File: src/rtl/shadow_pkg.sv
package shadow_pkg;

    // Number of core registers held in the shadow store.
    localparam int unsigned SHD_NREG = 3;

    // Field indices inside the packed register array.
    localparam int unsigned SHD_IDX_STATUS = 0;
    localparam int unsigned SHD_IDX_WREG   = 1;
    localparam int unsigned SHD_IDX_BANK   = 2;

    // Event classification for a single cycle.
    typedef enum logic [1:0] {
        SHD_EV_IDLE    = 2'b00,
        SHD_EV_CAPTURE = 2'b01,
        SHD_EV_RESTORE = 2'b10,
        SHD_EV_BOTH    = 2'b11
    } shd_event_e;

endpackage

File: src/rtl/shadow_event_decode.sv
module shadow_event_decode
    import shadow_pkg::*;
(
    input  logic       vec_hi,
    input  logic       vec_lo,
    input  logic       call_fast,
    input  logic       ret_fast,
    input  logic       ret_plain,
    output shd_event_e ev_kind,
    output logic       do_capture,
    output logic       do_restore
);

    logic capture_any;
    logic restore_any;

    always_comb begin
        // Either interrupt priority or a fast call loads the store.
        capture_any = vec_hi | vec_lo | call_fast;
        // Only the fast mark restores; a plain return is deliberately unused.
        restore_any = ret_fast;
        unique case ({restore_any, capture_any})
            2'b01:   ev_kind = SHD_EV_CAPTURE;
            2'b10:   ev_kind = SHD_EV_RESTORE;
            2'b11:   ev_kind = SHD_EV_BOTH;
            default: ev_kind = SHD_EV_IDLE;
        endcase
    end

    always_comb begin
        do_capture = (ev_kind == SHD_EV_CAPTURE) || (ev_kind == SHD_EV_BOTH);
        do_restore = (ev_kind == SHD_EV_RESTORE) || (ev_kind == SHD_EV_BOTH);
    end

    logic unused_plain;
    assign unused_plain = ret_plain;

endmodule

File: src/rtl/shadow_store.sv
module shadow_store
    import shadow_pkg::*;
#(
    parameter int unsigned DATA_W = 8
) (
    input  logic                             clk,
    input  logic                             rst_n,
    input  logic                             do_capture,
    input  logic [SHD_NREG-1:0][DATA_W-1:0]  live_regs,
    output logic [SHD_NREG-1:0][DATA_W-1:0]  held_regs
);

    typedef struct packed {
        logic [SHD_NREG-1:0][DATA_W-1:0] regs;
    } store_t;

    store_t st_d;
    store_t st_q;

    always_comb begin
        st_d = st_q;
        for (int unsigned i = 0; i < SHD_NREG; i++) begin
            if (do_capture) begin
                st_d.regs[i] = live_regs[i];
            end
        end
    end

    always_ff @(posedge clk) begin
        if (!rst_n) begin
            st_q <= '0;
        end else begin
            st_q <= st_d;
        end
    end

    assign held_regs = st_q.regs;

endmodule

File: src/rtl/shadow_restore_port.sv
module shadow_restore_port
    import shadow_pkg::*;
#(
    parameter int unsigned DATA_W = 8
) (
    input  logic                             clk,
    input  logic                             rst_n,
    input  logic                             do_restore,
    input  logic [SHD_NREG-1:0][DATA_W-1:0]  held_regs,
    output logic [SHD_NREG-1:0][DATA_W-1:0]  out_regs,
    output logic                             out_vld
);

    typedef struct packed {
        logic                            vld;
        logic [SHD_NREG-1:0][DATA_W-1:0] data;
    } port_t;

    port_t pt_d;
    port_t pt_q;

    always_comb begin
        pt_d.vld = do_restore;
        // The held value is sampled before the store updates at this edge,
        // so a same-cycle capture never leaks into the restore data.
        for (int unsigned i = 0; i < SHD_NREG; i++) begin
            pt_d.data[i] = do_restore ? held_regs[i] : '0;
        end
    end

    always_ff @(posedge clk) begin
        if (!rst_n) begin
            pt_q <= '0;
        end else begin
            pt_q <= pt_d;
        end
    end

    assign out_regs = pt_q.data;
    assign out_vld  = pt_q.vld;

endmodule

File: src/rtl/shadow_save_top.sv
module shadow_save_top
    import shadow_pkg::*;
#(
    parameter int unsigned DATA_W = 8
) (
    input  logic              clk,
    input  logic              rst_n,
    input  logic [DATA_W-1:0] live_status,
    input  logic [DATA_W-1:0] live_wreg,
    input  logic [DATA_W-1:0] live_bank,
    input  logic              vec_hi,
    input  logic              vec_lo,
    input  logic              call_fast,
    input  logic              ret_fast,
    input  logic              ret_plain,
    output logic [DATA_W-1:0] rest_status,
    output logic [DATA_W-1:0] rest_wreg,
    output logic [DATA_W-1:0] rest_bank,
    output logic              restore_vld
);

    logic [SHD_NREG-1:0][DATA_W-1:0] live_regs;
    logic [SHD_NREG-1:0][DATA_W-1:0] held_regs;
    logic [SHD_NREG-1:0][DATA_W-1:0] out_regs;
    shd_event_e                      ev_kind;
    logic                            do_capture;
    logic                            do_restore;

    always_comb begin
        live_regs                 = '0;
        live_regs[SHD_IDX_STATUS] = live_status;
        live_regs[SHD_IDX_WREG]   = live_wreg;
        live_regs[SHD_IDX_BANK]   = live_bank;
    end

    shadow_event_decode u_decode (
        .vec_hi     (vec_hi),
        .vec_lo     (vec_lo),
        .call_fast  (call_fast),
        .ret_fast   (ret_fast),
        .ret_plain  (ret_plain),
        .ev_kind    (ev_kind),
        .do_capture (do_capture),
        .do_restore (do_restore)
    );

    shadow_store #(.DATA_W(DATA_W)) u_store (
        .clk        (clk),
        .rst_n      (rst_n),
        .do_capture (do_capture),
        .live_regs  (live_regs),
        .held_regs  (held_regs)
    );

    shadow_restore_port #(.DATA_W(DATA_W)) u_port (
        .clk        (clk),
        .rst_n      (rst_n),
        .do_restore (do_restore),
        .held_regs  (held_regs),
        .out_regs   (out_regs),
        .out_vld    (restore_vld)
    );

    assign rest_status = out_regs[SHD_IDX_STATUS];
    assign rest_wreg   = out_regs[SHD_IDX_WREG];
    assign rest_bank   = out_regs[SHD_IDX_BANK];

    shd_event_e unused_kind;
    assign unused_kind = ev_kind;

endmodule

File: config.mk
export PLATFORM = sky130hd
export DESIGN_NAME = shadow_save_top
export DESIGN_NICKNAME = d
export VERILOG_FILES = /design/src/rtl/shadow_pkg.sv /design/src/rtl/shadow_event_decode.sv /design/src/rtl/shadow_store.sv /design/src/rtl/shadow_restore_port.sv /design/src/rtl/shadow_save_top.sv
export SDC_FILE = /design/constraint.sdc
export NUM_CORES = 1
export LEC_CHECK = 0
export BUFFER_PORTS_ARGS = -buffer_cell sky130_fd_sc_hd__buf_2
export CAP_MARGIN = 20
export CORE_MARGIN = 8
export CORE_UTILIZATION = 40
export DETAILED_ROUTE_END_ITERATION = 10
export PLACE_DENSITY = 0.68
export SYNTH_ARGS = -nofsm -noshare
export SYNTH_HDL_FRONTEND = slang
export SYNTH_HIERARCHICAL = 1
export SYNTH_SLANG_ARGS = --single-unit
File: constraint.sdc
create_clock -name clk -period 1.5 [get_ports clk]
set_clock_uncertainty 0.15 [all_clocks]
set_input_delay 0.15 -clock clk [delete_from_list [all_inputs] [get_ports clk]]
set_output_delay 0.15 -clock clk [all_outputs]
set_load 0.01 [all_outputs]
==> results of run 1 <==
sequential cells by signal, indices dropped and copies added, names as in the netlist:
name               count
u_port/out_regs       24
u_port/out_vld         1
u_store/held_regs     24
per-stage QoR:
stage	area [um^2]	cells	total power, uW
floorplan	1637	133	1529
global placement	1889	229	1586
detailed placement	1889	229	1597
CTS	2216	260	2401
global route	2216	260	2481
finish	2216	260	2368
worst min path at each step:
stage / from / end / slack (ns) / depth (start not counted)
floorplan: rst_n / u_store/held_regs[15] / 0.13 / 1
global placement: live_status[3] / u_store/held_regs[3] / 0.26 / 3
detailed placement: live_status[3] / u_store/held_regs[3] / 0.26 / 3
CTS: ret_fast / u_port/out_regs[21] / 0.16 / 2
global route: ret_fast / u_port/out_regs[12] / 0.19 / 2
finish: ret_fast / u_port/out_regs[21] / 0.16 / 2
worst max-delay path: cells and delay by family:
kind,cells,cell delay (ns)
mux,1,0.19
buf+inv,2,0.31
simple gates,2,0.46
cells in the final DEF, fill, tap and decap left out, types with 2 or more instances in the layout:
cell type / n
and3_1: 19
dfxtp_1: 49
clkbuf_8: 6
mux2i_1: 24
and3_2: 5
buf_4: 2
nor2b_1: 24
buf_2: 54
dlygate4sd3_1: 24
cell type report:
| class | count | area (um^2) |
|---|---|---|
| Multi-Input combinational cell | 74 | 560.5 |
| Sequential cell | 49 | 980.9 |
| Clock buffer | 7 | 86.33 |
| Timing Repair Buffer | 80 | 525.5 |
| Tap cell | 50 | 62.56 |
| Fill cell | 365 | 1755 |
power by group through the flow:
stage                     clock (uW)  sequential (uW)  combinational, uW
after floorplan                    0             1420                112
after detailed placement           0             1410                185
final                            757             1380                231
after global routing             835             1390                258
after global placement             0             1410                178
after CTS                        786             1380                234
what timing repair did:
action | 4_1_cts | 5_1_grt
setup buffers | 0 | 0
hold buffers | 24 | 0
hold endpoints to repair | 24 | 0
metal layers:
layer / wire length [um] / global-route usage, %
met1: 1479 / 13.22
met5: 0 / 0
met3: 315 / 5.180
met4: 63 / 5.455
met2: 1714 / 18.59
==> qor.csv, run 1 <==
stage,metric,value,unit
outcome,run_status,completed,
yosys,syn-cell-area,1637,um^2
sta,worst_slack,0.4290,ns
grt,grt_max_degree,50,
pwr,pwr-share-comb,9.7,%
critical_path,arrival,1.11,ns
critical_path,r2r-start,u_store/held_regs[23],
cells_and_area,nets,241,
pwr,p_per_area,1069,nW/um^2
pwr,power.leakage,0.001219,uW
critical_path,crit_start,vec_lo,
placed_design,io_buffers,54,
placed_design,dp_hpwl,2.380,mm
route,drt-initial-drc-count,89,
cells_and_area,syn2layout_area_growth,35.40,%
sta,worst_pin_slew,0.6103,ns
sta,hold_viol,0,
yosys,synthCells,133,
floorplanning,die_h,79.97,um
critical_path,r2r-end,u_port/out_regs[23],
critical_path,reg2reg_slack,0.72,ns
sta,min_period_over_period,71.40,%
grt,antenna_found_initial,0,
floorplanning,num_rows,23,
sta,rsz0062_at_grt,no,
pwr,p_sw,506.8,uW
clock_tree,cts_root_buffer,clkbuf_8,
sta,setup_tns,0,ns
route,detail_route.wl_per_cell,13.74,um
pwr,p_int,1862,uW
critical_path,cp_slowest_stage_delay,0.39,ns
route,vias,1172,
clock_tree,ctsResizeCount,0,
route,routed_wl,3.573,mm
clock_tree,ctsHtreeMaxLevel,2,
yosys,ys_warn_count,6,
critical_path,crit_required,1.54,ns
floorplanning,io_pins,56,
pwr,sw_frac_of_total,21.40,%
clock_tree,numCtsBuffers,5,
grt,grt_pass1_vias,1238,
critical_path,start_kind,input port,
floorplanning,die_x,79.97,um
placed_design,place_ws,0.1137,ns
critical_path,worstPathMaxFanout,12,
critical_path,cp-end-kind,flop,
route,drtPass1Iterations,2,
yosys,synth_nets,164,
floorplanning,start_util,41.21,%
floorplanning,die_area,6394,um^2
clock_tree,cts_tree,done,
clock_tree,path_clk_slew,0.08,ns
sta,hold_ws,0.1576,ns
cells_and_area,final_util,55.80,%
placed_design,gp_congestion,0.7263,
clock_tree,clockBufferDepth,2,
route,drc_errors,0,
grt,gr-total-overflow,0,
critical_path,crit_path_top_delay_cell,or3_1,
route,ant_nets,0,
sta,fmax,933.7,MHz
cells_and_area,antenna_cells,0,
hold_path,hp-class,in -> reg,
pwr,peakVddDrop,540.8,uV
sta,maxSlewHeadroom,59.32,%
yosys,syn_area_per_cell,12.31,um^2
clock_tree,clkSinkCount,49,
route,via_per_inst,4.508,
sta,finalCriticalPeriod,1.071,ns
grt,grt_first_pass_wirelength,5.920,mm
sta,drv_slew,0,
critical_path,rr_worst_depth,1,
grt,track_usage,11.75,%
cells_and_area,drive_gt1_share,32.38,%
floorplanning,core-area,3971,um^2
critical_path,criticalPathCategory,in -> reg,
sta,setup_violations,0,
critical_path,path_cells,buf_2 -> or3_1 -> buf_4 -> mux2i_1 -> nor2b_1,
pwr,p_clk_share,32.0,%
pwr,power_frac_seq,58.3,%
clock_tree,clk_latency,0.29,ns
run,drv_cap,0,
critical_path,worstSetupEndpoint,u_store/held_regs[18],
Power figures use the tool's default switching activity.
==> run 2, diff against run 1 <==
clock period = 1.08 ns   (was 1.5 ns; I/O delays follow)
==> run 2 against run 1 <==
Final cell count is the same. Register-to-register slack lost 0.40 ns. Setup slack lost 0.37 ns. First-iteration DRC count shrank 30%. Combinational power grew 39%. Sequential share of layout area shrank 0.30 points. Non-clock buffer count shrank 1. Sequential power grew 39%. Critical path type is now reg -> out.
==> qor.csv, run 2 (synthesis results as in run 1) <==
stage,metric,value,unit,change
outcome,run_status,completed,,unchanged
cells_and_area,nets,240,,was 241
placed_design,dp_hpwl,2.286,mm,was 2.380 mm
clock_tree,ctsResizeCount,0,,unchanged
placed_design,gp_congestion,0.7071,,was 0.7263
route,via_per_inst,4.450,,was 4.508
clock_tree,cts_tree,done,,unchanged
floorplanning,die_area,6394,um^2,unchanged
cells_and_area,antenna_cells,0,,unchanged
cells_and_area,final_common_cell,buf_2,,unchanged
floorplanning,num_rows,23,,unchanged
route,drt-initial-drc-count,62,,was 89
route,vias,1157,,was 1172
grt,gr-total-overflow,0,,unchanged
pwr,p_sw,738.8,uW,was 506.8 uW
critical_path,crit_required,0.82,ns,was 1.54 ns
clock_tree,path_clk_slew,0.09,ns,was 0.08 ns
route,detail_route.wl_per_cell,13.45,um,was 13.74 um
hold_path,hp-class,in -> reg,,unchanged
grt,track_usage,11.68,%,was 11.75%
pwr,p_per_area,1496,nW/um^2,was 1069 nW/um^2
sta,setup_tns,0,ns,unchanged
sta,hold_viol,0,,unchanged
pwr,power.leakage,0.001227,uW,was 0.001219 uW
clock_tree,clkSinkCount,49,,unchanged
pwr,p_clk_share,32.9,%,was 32.0%
route,ant_nets,0,,unchanged
sta,worst_slack,0.06063,ns,was 0.4290 ns
clock_tree,cts_setup_buffers,0,,unchanged
clock_tree,ctsHtreeMaxLevel,2,,unchanged
sta,fmax,981.0,MHz,
critical_path,path_cells,buf_2,,was buf_2 -> or3_1 -> buf_4 -> mux2i_1 -> nor2b_1
grt,antenna_found_initial,0,,unchanged
run,drv_cap,0,,unchanged
cells_and_area,final_cell_count_no_fill,260,,unchanged
cells_and_area,drive_gt1_share,32.86,%,was 32.38%
pwr,power_frac_seq,57.5,%,was 58.3%
sta,worst_pin_slew,0.6025,ns,was 0.6103 ns
pwr,peakVddDrop,717.7,uV,was 540.8 uV
pwr,sw_frac_of_total,22.14,%,was 21.40%
cells_and_area,syn2layout_area_growth,36.31,%,was 35.40%
critical_path,crit_path_top_delay_cell,dfxtp_1,,was or3_1
grt,grt_pass1_vias,1278,,was 1238
clock_tree,postCtsHoldBufs,24,,unchanged
sta,maxSlewHeadroom,59.83,%,was 59.32%
cells_and_area,final_cell_mix,"54 x buf_2, 49 x dfxtp_1, 24 x dlygate4sd3_1, 24 x mux2i_1, 24 x nor2b_1",,unchanged
sta,finalCriticalPeriod,1.019,ns,
grt,grt_max_degree,50,,unchanged
route,drtPass1Iterations,4,,was 2
critical_path,crit_buf_inv,1,,was 2
critical_path,cp_slowest_stage_delay,0.33,ns,was 0.39 ns
floorplanning,die_h,79.97,um,unchanged
floorplanning,io_pins,56,,unchanged
grt,grt_first_pass_wirelength,5.899,mm,was 5.920 mm
placed_design,place_ws,-0.2482,ns,was 0.1137 ns
sta,min_period_over_period,94.39,%,
route,drc_errors,0,,unchanged
clock_tree,numCtsBuffers,5,,unchanged
sta,drv_slew,0,,unchanged
placed_design,io_buffers,54,,unchanged
sta,setup_violations,0,,unchanged
route,routed_wl,3.496,mm,was 3.573 mm
critical_path,arrival,0.76,ns,was 1.11 ns
critical_path,criticalPathCategory,reg -> out,,was in -> reg
sta,rsz0062_at_grt,no,,unchanged
floorplanning,start_util,41.21,%,unchanged
critical_path,cp-end-kind,output port,,was flop
sta,hold_ws,0.1168,ns,was 0.1576 ns
clock_tree,clk_latency,0.30,ns,was 0.29 ns
critical_path,worstPathMaxFanout,1,,was 12
critical_path,critPathTopFamily,flip-flops,,was simple AND/OR/NAND/NOR gates
clock_tree,clockBufferDepth,2,,unchanged
pwr,p_int,2599,uW,was 1862 uW
pwr,pwr-share-comb,9.7,%,about the same
floorplanning,die_x,79.97,um,unchanged
critical_path,start_kind,flop,,was input port
floorplanning,core-area,3971,um^2,unchanged
placed_design,dp.cells,228,,was 229
clock_tree,cts_root_buffer,clkbuf_8,,unchanged
[run 2: cell types whose count changed in the layout (fill, tap and decap cells not counted), sizes merged]
cell / delta
clkinv: +2
buf: -1
clkbuf: -1
[run 2: layout make-up]
type                    count  area, um^2
clock inverters             2       13.76
fillers                   351        1740
repair buffers             79       530.5
well taps                  50       62.56
clock buffers               6       82.58
flip-flops and latches     49       980.9
multi-input cells          74       560.5
[run 2: routing by layer]
metal  part of all wire (%)  global-route usage, %  up-vias
li1                       -                      -      593
met1                     43                  12.43      521
met2                     47                  19.24       37
met3                    8.7                  5.968        6
met4                    1.5                  4.364        0
met5                      0                      0        -
[run 2: per-stage QoR]
stage               area [um^2]  power [uW]  utilization, %
finish                     2231        3337           56.18
global route               2231        3512           56.18
CTS                        2231        3394           56.18
detailed placement         1894        2220           47.70
global placement           1894        2207           47.70
floorplan                  1637        2124               -
[run 2: path summary, 6_finish.rpt]
check             cells after the start                 start             endpoint  slack, ns
setup / recovery                      1    u_port/out_regs[7]       rest_status[7]       0.06
setup reg to reg                      1  u_store/held_regs[7]   u_port/out_regs[7]       0.32
hold reg to reg                       1  u_store/held_regs[9]   u_port/out_regs[9]       0.35
hold / removal                        2              ret_fast  u_port/out_regs[16]       0.12
[run 2: power groups by stage]
stage / clock [uW] / combinational, uW / sequential (uW)
after global routing: 1230 / 359 / 1930
after detailed placement: 0 / 260 / 1960
after floorplan: 0 / 156 / 1970
final: 1100 / 322 / 1920
after global placement: 0 / 251 / 1960
after CTS: 1150 / 329 / 1920
